--- config.mk ---
export PLATFORM = sky130hd
export DESIGN_NAME = svec_idx_seq
export DESIGN_NICKNAME = d
export VERILOG_FILES = /design/src/rtl/svec_seq_pkg.sv /design/src/rtl/svec_classify.sv /design/src/rtl/svec_bank_adv.sv /design/src/rtl/svec_idx_seq.sv
export SDC_FILE = /design/constraint.sdc
export NUM_CORES = 1
export LEC_CHECK = 0
export ABC_CLOCK_PERIOD_IN_PS = 1600
export BUFFER_PORTS_ARGS = -buffer_cell sky130_fd_sc_hd__buf_2
export CORE_MARGIN = 1
export CORE_UTILIZATION = 43
export CTS_CLUSTER_DIAMETER = 100
export CTS_CLUSTER_SIZE = 10
export DETAILED_ROUTE_END_ITERATION = 8
export GPL_TIMING_DRIVEN = 0
export MAX_ROUTING_LAYER = met4
export PLACE_DENSITY_LB_ADDON = 0.25
export SLEW_MARGIN = 20
export SYNTH_ARGS = -nofsm -noshare
export SYNTH_HDL_FRONTEND = slang
export SYNTH_HIERARCHICAL = 1
export SYNTH_SLANG_ARGS = --single-unit
--- constraint.sdc ---
create_clock -name clk_i -period 1.6 [get_ports clk_i]
set_input_delay 0.08 -clock clk_i [delete_from_list [all_inputs] [get_ports clk_i]]
set_output_delay 0.08 -clock clk_i [all_outputs]
set_load 0.02 [all_outputs]
--- src/rtl/svec_seq_pkg.sv ---
package svec_seq_pkg;
  typedef enum logic [1:0] {
    KIND_SCALAR = 2'd0,
    KIND_MIXED  = 2'd1,
    KIND_VECTOR = 2'd2
  } vkind_e;
endpackage

--- src/rtl/svec_classify.sv ---
module svec_classify
  import svec_seq_pkg::*;
#(
  parameter int REG_W    = 5,
  parameter int LEN_W    = 3,
  parameter int STRIDE_W = 2,
  parameter int SP_LOW_W = 3,
  parameter int DP_LOW_W = 2,
  parameter int SEL_W    = 2,
  parameter int STEP_W   = STRIDE_W + 1
) (
  input  logic                dp_i,
  input  logic                two_op_i,
  input  logic [LEN_W-1:0]    len_i,
  input  logic [STRIDE_W-1:0] stride_i,
  input  logic [REG_W-1:0]    rd_i,
  input  logic [REG_W-1:0]    rm_i,
  output vkind_e              kind_o,
  output logic [STEP_W-1:0]   step_d_o,
  output logic [STEP_W-1:0]   step_m_o,
  output logic [LEN_W-1:0]    last_idx_o,
  output logic                fanout_o
);
  logic                rd_scal, rm_scal;
  logic [STRIDE_W-1:0] stride_eff;
  logic [STEP_W-1:0]   step;

  always_comb begin
    rd_scal    = dp_i ? (rd_i[DP_LOW_W +: SEL_W] == '0) : (rd_i[SP_LOW_W +: SEL_W] == '0);
    rm_scal    = dp_i ? (rm_i[DP_LOW_W +: SEL_W] == '0) : (rm_i[SP_LOW_W +: SEL_W] == '0);
    stride_eff = dp_i ? (stride_i >> 1) : stride_i;
    step       = STEP_W'(stride_eff) + STEP_W'(1);
    kind_o     = KIND_SCALAR;
    step_d_o   = '0;
    step_m_o   = '0;
    last_idx_o = '0;
    fanout_o   = 1'b0;
    if (!rd_scal) begin
      step_d_o   = step;
      last_idx_o = len_i;
      if (rm_scal) begin
        kind_o   = KIND_MIXED;
        fanout_o = two_op_i;
      end else begin
        kind_o   = KIND_VECTOR;
        step_m_o = step;
      end
    end
  end
endmodule

--- src/rtl/svec_bank_adv.sv ---
module svec_bank_adv #(
  parameter int REG_W    = 5,
  parameter int SP_LOW_W = 3,
  parameter int DP_LOW_W = 2,
  parameter int STEP_W   = 3
) (
  input  logic [REG_W-1:0]  idx_i,
  input  logic [STEP_W-1:0] step_i,
  input  logic              dp_i,
  output logic [REG_W-1:0]  nxt_o
);
  logic [REG_W-1:0] sum;

  always_comb begin
    sum = idx_i + REG_W'(step_i);
    if (dp_i) nxt_o = {idx_i[REG_W-1:DP_LOW_W], sum[DP_LOW_W-1:0]};
    else      nxt_o = {idx_i[REG_W-1:SP_LOW_W], sum[SP_LOW_W-1:0]};
  end
endmodule

--- src/rtl/svec_idx_seq.sv ---
module svec_idx_seq
  import svec_seq_pkg::*;
#(
  parameter int REG_W    = 5,
  parameter int LEN_W    = 3,
  parameter int STRIDE_W = 2,
  parameter int SP_LOW_W = 3,
  parameter int DP_LOW_W = 2
) (
  input  logic                clk_i,
  input  logic                rst_ni,
  input  logic                start_i,
  input  logic                dp_i,
  input  logic                two_op_i,
  input  logic [LEN_W-1:0]    len_i,
  input  logic [STRIDE_W-1:0] stride_i,
  input  logic [REG_W-1:0]    rd_i,
  input  logic [REG_W-1:0]    rn_i,
  input  logic [REG_W-1:0]    rm_i,
  input  logic                en_i,
  output logic                busy_o,
  output logic                vld_o,
  output logic                last_o,
  output logic                store_o,
  output logic [1:0]          kind_o,
  output logic [REG_W-1:0]    rd_o,
  output logic [REG_W-1:0]    rn_o,
  output logic [REG_W-1:0]    rm_o
);
  localparam int STEP_W = STRIDE_W + 1;
  localparam int SEL_W  = 2;
  localparam int N_IDX  = 3;  // 0 dest, 1 first source, 2 second source

  vkind_e              cls_kind, kind_q;
  logic [STEP_W-1:0]   cls_step_d, cls_step_m, step_d_q, step_m_q;
  logic [LEN_W-1:0]    cls_last, rem_q;
  logic                cls_fanout, fanout_q, dp_q, first_q, busy_q;
  logic                vld_q, last_q, store_q;
  logic [REG_W-1:0]    cur_q [N_IDX];
  logic [REG_W-1:0]    nxt   [N_IDX];
  logic [REG_W-1:0]    out_q [N_IDX];
  logic [REG_W-1:0]    start_idx [N_IDX];

  assign start_idx[0] = rd_i;
  assign start_idx[1] = rn_i;
  assign start_idx[2] = rm_i;

  svec_classify #(
    .REG_W(REG_W), .LEN_W(LEN_W), .STRIDE_W(STRIDE_W),
    .SP_LOW_W(SP_LOW_W), .DP_LOW_W(DP_LOW_W), .SEL_W(SEL_W), .STEP_W(STEP_W)
  ) u_cls (
    .dp_i(dp_i), .two_op_i(two_op_i), .len_i(len_i), .stride_i(stride_i),
    .rd_i(rd_i), .rm_i(rm_i), .kind_o(cls_kind), .step_d_o(cls_step_d),
    .step_m_o(cls_step_m), .last_idx_o(cls_last), .fanout_o(cls_fanout)
  );

  for (genvar g = 0; g < N_IDX; g++) begin : g_adv
    if (g == N_IDX - 1) begin : g_src2
      svec_bank_adv #(.REG_W(REG_W), .SP_LOW_W(SP_LOW_W), .DP_LOW_W(DP_LOW_W), .STEP_W(STEP_W))
        u_adv (.idx_i(cur_q[g]), .step_i(step_m_q), .dp_i(dp_q), .nxt_o(nxt[g]));
    end else begin : g_dn
      svec_bank_adv #(.REG_W(REG_W), .SP_LOW_W(SP_LOW_W), .DP_LOW_W(DP_LOW_W), .STEP_W(STEP_W))
        u_adv (.idx_i(cur_q[g]), .step_i(step_d_q), .dp_i(dp_q), .nxt_o(nxt[g]));
    end
  end

  always_ff @(posedge clk_i or negedge rst_ni) begin
    if (!rst_ni) begin
      busy_q   <= 1'b0;
      first_q  <= 1'b0;
      dp_q     <= 1'b0;
      fanout_q <= 1'b0;
      kind_q   <= KIND_SCALAR;
      step_d_q <= '0;
      step_m_q <= '0;
      rem_q    <= '0;
      vld_q    <= 1'b0;
      last_q   <= 1'b0;
      store_q  <= 1'b0;
      for (int i = 0; i < N_IDX; i++) begin
        cur_q[i] <= '0;
        out_q[i] <= '0;
      end
    end else begin
      vld_q <= 1'b0;
      if (start_i && !busy_q) begin
        busy_q   <= 1'b1;
        first_q  <= 1'b1;
        dp_q     <= dp_i;
        fanout_q <= cls_fanout;
        kind_q   <= cls_kind;
        step_d_q <= cls_step_d;
        step_m_q <= cls_step_m;
        rem_q    <= cls_last;
        for (int i = 0; i < N_IDX; i++) cur_q[i] <= start_idx[i];
      end else if (busy_q && en_i) begin
        vld_q   <= 1'b1;
        last_q  <= (rem_q == '0);
        store_q <= fanout_q && !first_q;
        first_q <= 1'b0;
        for (int i = 0; i < N_IDX; i++) out_q[i] <= cur_q[i];
        cur_q[0] <= nxt[0];
        // one-to-many: only the destination keeps moving
        if (!fanout_q) cur_q[1] <= nxt[1];
        cur_q[2] <= nxt[2];
        rem_q    <= rem_q - 1'b1;
        if (rem_q == '0) busy_q <= 1'b0;
      end
    end
  end

  assign busy_o  = busy_q;
  assign vld_o   = vld_q;
  assign last_o  = last_q;
  assign store_o = store_q;
  assign kind_o  = kind_q;
  assign rd_o    = out_q[0];
  assign rn_o    = out_q[1];
  assign rm_o    = out_q[2];

  AST_SCALAR_SINGLE: assert property (@(posedge clk_i) disable iff (!rst_ni)
    (vld_o && kind_o == KIND_SCALAR) |-> last_o);
  AST_BANK_HOLD: assert property (@(posedge clk_i) disable iff (!rst_ni)
    (vld_o && !last_o) |=> $stable(rd_o[REG_W-1:SP_LOW_W]));
  AST_FIXED_SRC2: assert property (@(posedge clk_i) disable iff (!rst_ni)
    (vld_o && !last_o && kind_o == KIND_MIXED) |=> $stable(rm_o));
  AST_STORE_MIXED: assert property (@(posedge clk_i) disable iff (!rst_ni)
    (vld_o && store_o) |-> (kind_o == KIND_MIXED));
  AST_BUSY_END: assert property (@(posedge clk_i) disable iff (!rst_ni)
    $fell(busy_o) |-> (vld_o && last_o));
  AST_START_BUSY: assert property (@(posedge clk_i) disable iff (!rst_ni)
    (start_i && busy_o) |=> $stable(kind_o));
  AST_IDLE_QUIET: assert property (@(posedge clk_i) disable iff (!rst_ni)
    !busy_o |=> !vld_o);
  AST_STALL_QUIET: assert property (@(posedge clk_i) disable iff (!rst_ni)
    (busy_o && !en_i) |=> (!vld_o && $stable(rd_o)));
endmodule

Word-level counts from Yosys, hierarchy flattened --
Cells that the tools add are included.
Operators by class: shift operators 0, add/sub/neg operators 5, order comparisons 0, multiplexer cells 26, reduce and logical (&&, ||, !) cells 17, div/mod/pow operators 0, equal/unequal tests 2, bitwise logic cells 1, $mul 0
Operators with widths (count):
- 15-bit 2-to-1 mux | 2
- 3-bit 2-to-1 mux | 9
- 1-bit 2-to-1 mux | 11
- 3-bit adder | 3
- 2-bit zero test | 4
- 2-bit AND reduction | 4
- 2-bit 2-to-1 mux | 3
- 5-bit 2-to-1 mux | 1
- 2-bit by 1-bit inequality test with 1-bit output (second input constant) | 2
- 2-bit nonzero test | 2
- 2-bit by 1-bit adder with 3-bit output (second input constant) | 1
- 1-bit logical AND | 3
- 3-bit zero test | 1
- 3-bit AND reduction | 1
- 3-bit by 1-bit subtractor with 3-bit output (second input constant) | 1
- 1-bit zero test | 2
- 1-bit NOT | 1
Word-level totals: register bits 48, bits in read-only memories 0, memories kept 0, RAM bits 0, word-level logic and storage cells 74, output and inout bits 21, bits in latches 0

Depth between registers and ports, before layout --
depth in word-level cells 5, mapped depth 7, depth with buffers taken out 7

Cells and area by module --
The synthesis kept the hierarchy.
Modules (own cells, without submodules):
- svec_idx_seq | cells an instance 163, instances 1, area each 1931.9 µm²
- svec_bank_adv | cells an instance 7, instances 3, area each 68.8 µm²
- svec_classify | cells an instance 25, instances 1, area each 183.9 µm²

Worst setup path after synthesis --
No wires, ideal clock.
kind reg2reg, start reg cur_q[10] (netlist bit), end reg cur_q[12] (netlist bit), setup time 126 ps, slack -175 ps, cell stages (with the launch flop) 8, arrival 1649 ps, path through dfrtp_1 -> ha_1 -> fa_1 -> xnor2_1 -> nor2_1 -> xor2_1 -> and3_1 -> a221o_1
RTL lines:
- from (decl) | line svec_idx_seq.sv:39 | logic [REG_W-1:0] cur_q [N_IDX];

==> metrics.yaml <==
outcome: "finished with violations"
violations: "setup timing"
placed_area_sq_um: 2650
setup_tns_ns: -0.514
core_sq_um: 5140
hold_path.class: "input port to register"
hp-start: "rd_i[0]"
p_per_area_nw_per_um2: 1910
finish.utilization_pct: 53.5
clock_skew_ns: 0.00418
leakage_uw: 0.00138
cpPeakStageDelay_ns: 0.44
r2r-start: "step_d_q[0]"
die_h_microns: 75.5
cts_tree: "yes"
grt.overflow.total: 0
maxCapViolations: 0
crit_path_end_kind: "register"
yosysTopAreaCell: "dfrtp_1"
async_flop_share_pct: 100
wl_microns: 4690
synth-edff-count: 0
start_util_pct: 45.2
vias: 1689
synth_cell_types: 29
crit_type: "register to register"
rows: 26
antennaDiodeCount: 0
crit_path_top_delay_cell: "dfrtp_1"
fin_area_sq_um: 2750
drt-vias-per-instance: 5.07
antenna_found_initial: 0
dp_hpwl_microns: 3420
period_share_pct: 113
grt_pass1_wl_microns: 7470
cts_buffers: 5
port-buffer-count: 46
path_delay_family: "adder cells"
setup_viol: 3
synth-seq-cells: 48
clk_pin_slew_ns: 0.08
tightest_slew_ns: 0.590
slew_headroom_pct: 60.7
layout_common_cells: "52 x buf_2, 48 x dfrtp_1, 33 x nand2_1"
synth_nets: 244
area_delta_synth_final_pct: 18.4
synth_area_leaders: "dfrtp_1 52%, mux2_2 8.7%, a221o_1 5.6%"
synth_ff_type: "dfrtp_1"
fmax_mhz: 553
slew_viol_final: 0
wl_per_cell_microns: 14.1
fin_cells: 333
max-vdd-ir-drop_mv: 0.680
dr.pass1.iters: 4
cts.path.max_buffers: 2
post-route-min-period_ns: 1.81
drcViolationCount: 0
grt_use_total_pct: 18.7
dp.cells: 325
post-cts-setup-buffers: 0
grt_pass1_vias: 1554
setup_ws_ns: -0.209
start_kind: "register"
yosys_warnings: 6
hold_violations: 0
htreeDepth: 2
crit_arrival_ns: 2.00
synth_area_per_cell_sq_um: 11.1
fp.dieW_microns: 75.5
rsz0062_at_grt: "yes"
seq_area_frac_synth_pct: 51.7
dieArea_sq_um: 5700
postSynthCellCount: 209
yosysTopAreaCellShare_pct: 51.7
routabilityCongestion: 0.767
crit_buf_inv: 0
clk_latency_ns: 0.29
cts_root_buf: "clkbuf_8"
clock_sinks: 48
dr.first_iter.drc_count: 65
netlist_area_sq_um: 2320
grt_max_degree: 49
cp-startpoint: "step_d_q[0]"
final_common_cell: "buf_2"
nets: 298
path_cells: "ha_2 > fa_2 > xnor2_2 > nor2_1 > xor2_1 > and3_1 > a221o_1"
path_max_fanout: 3
pin_count: 47
required_ns: 1.79
drive_gt1_share_pct: 35.7
ant_nets: 0
==> sequential cells by signal, summed over array words and instances (netlist names) <==
register  cells
busy_o        1
step_d_q      3
cur_q        15
rem_q         3
rd_o          5
first_q       1
dp_q          1
kind_o        2
fanout_q      1
rn_o          5
rm_o          5
last_o        1
vld_o         1
store_o       1
step_m_q      3
==> synthesized netlist by cell type (5+ instances only) <==
| cell | instances |
|---|---|
| a21oi_1 | 9 |
| a221o_1 | 13 |
| and3_1 | 10 |
| buf_2 | 7 |
| buf_4 | 6 |
| dfrtp_1 | 48 |
| ha_1 | 6 |
| inv_1 | 8 |
| mux2_2 | 18 |
| nand2_1 | 33 |
| nor2_1 | 13 |
| o22ai_1 | 5 |
==> metal layers <==
| layer | part of all wire, % | GRT usage, % | vias to the layer above |
|---|---|---|---|
| met2 | 47 | 29.3 | 44 |
| met1 | 48 | 24.5 | 809 |
| met3 | 4.5 | 4.10 | 2 |
| met4 | 0.58 | 5.56 | 0 |
| li1 | - | - | 834 |
| met5 | 0 | - | - |
==> worst paths after layout <==
path                       slack [ns]         to  cells past startpoint
max                             -0.21  cur_q[12]                      7
min                              0.01  cur_q[10]                      2
max reg2reg                     -0.21  cur_q[12]                      7
min reg2reg                      0.48  kind_o[1]                      2
max in group asynchronous        0.88   cur_q[9]                      2
min in group asynchronous        0.32    rd_o[1]                      2
==> per-stage QoR <==
step | total power, uW | hold WS, ns | worst slack (ns)
6_report | 5240 | 0.0129 | -0.209
5_1_grt | 5670 | 0.00300 | -0.271
4_1_cts | 5270 | 0.00235 | -0.212
3_5_place_dp | 4580 | 0.319 | -0.186
3_3_place_gp | 4490 | 0.315 | -0.189
2_1_floorplan | 3910 | -0.216 | -0.0991
==> what timing repair did <==
item / CTS / global route
hold buffers: 0 / 1
pin swaps: 4 / 2
gates resized for setup: 0 / 2
hold endpoints to repair: 0 / 48
setup endpoints to repair: 3 / 3
==> kinds of logic (layout without fill, tap and decap cells) <==
| logic type | count (synthesis) | in the layout | share of synthesized area (%) |
|---|---|---|---|
| DFF | 48 | 48 | 51.7 |
| xor gates and xnor gates | 6 | 6 | 2.26 |
| buffers and inverters | 27 | 81 | 6.36 |
| muxes | 20 | 20 | 9.59 |
| and+or+nand+nor | 62 | 62 | 12.0 |
| adders and majority gates | 9 | 9 | 5.82 |
| AOI/OAI and AO/OA | 37 | 37 | 12.3 |
==> layout make-up <==
| class | count | area, sq um |
|---|---|---|
| tap | 70 | 87.6 |
| inverter | 9 | 33.8 |
| fill | 489 | 2390 |
| multi-input combinational | 134 | 993 |
| timing repair buffer | 47 | 243 |
| clock inverter | 1 | 5.00 |
| clock buffer | 6 | 72.6 |
| buffer | 18 | 114 |
| sequential | 48 | 1200 |
==> where the power goes <==
part	switching [uW]	internal, uW	total (uW)
combinational	1210	1160	2370
sequential	414	1790	2200
clock	374	298	672
total	1990	3250	5240
(Power assumes the default switching activity.)
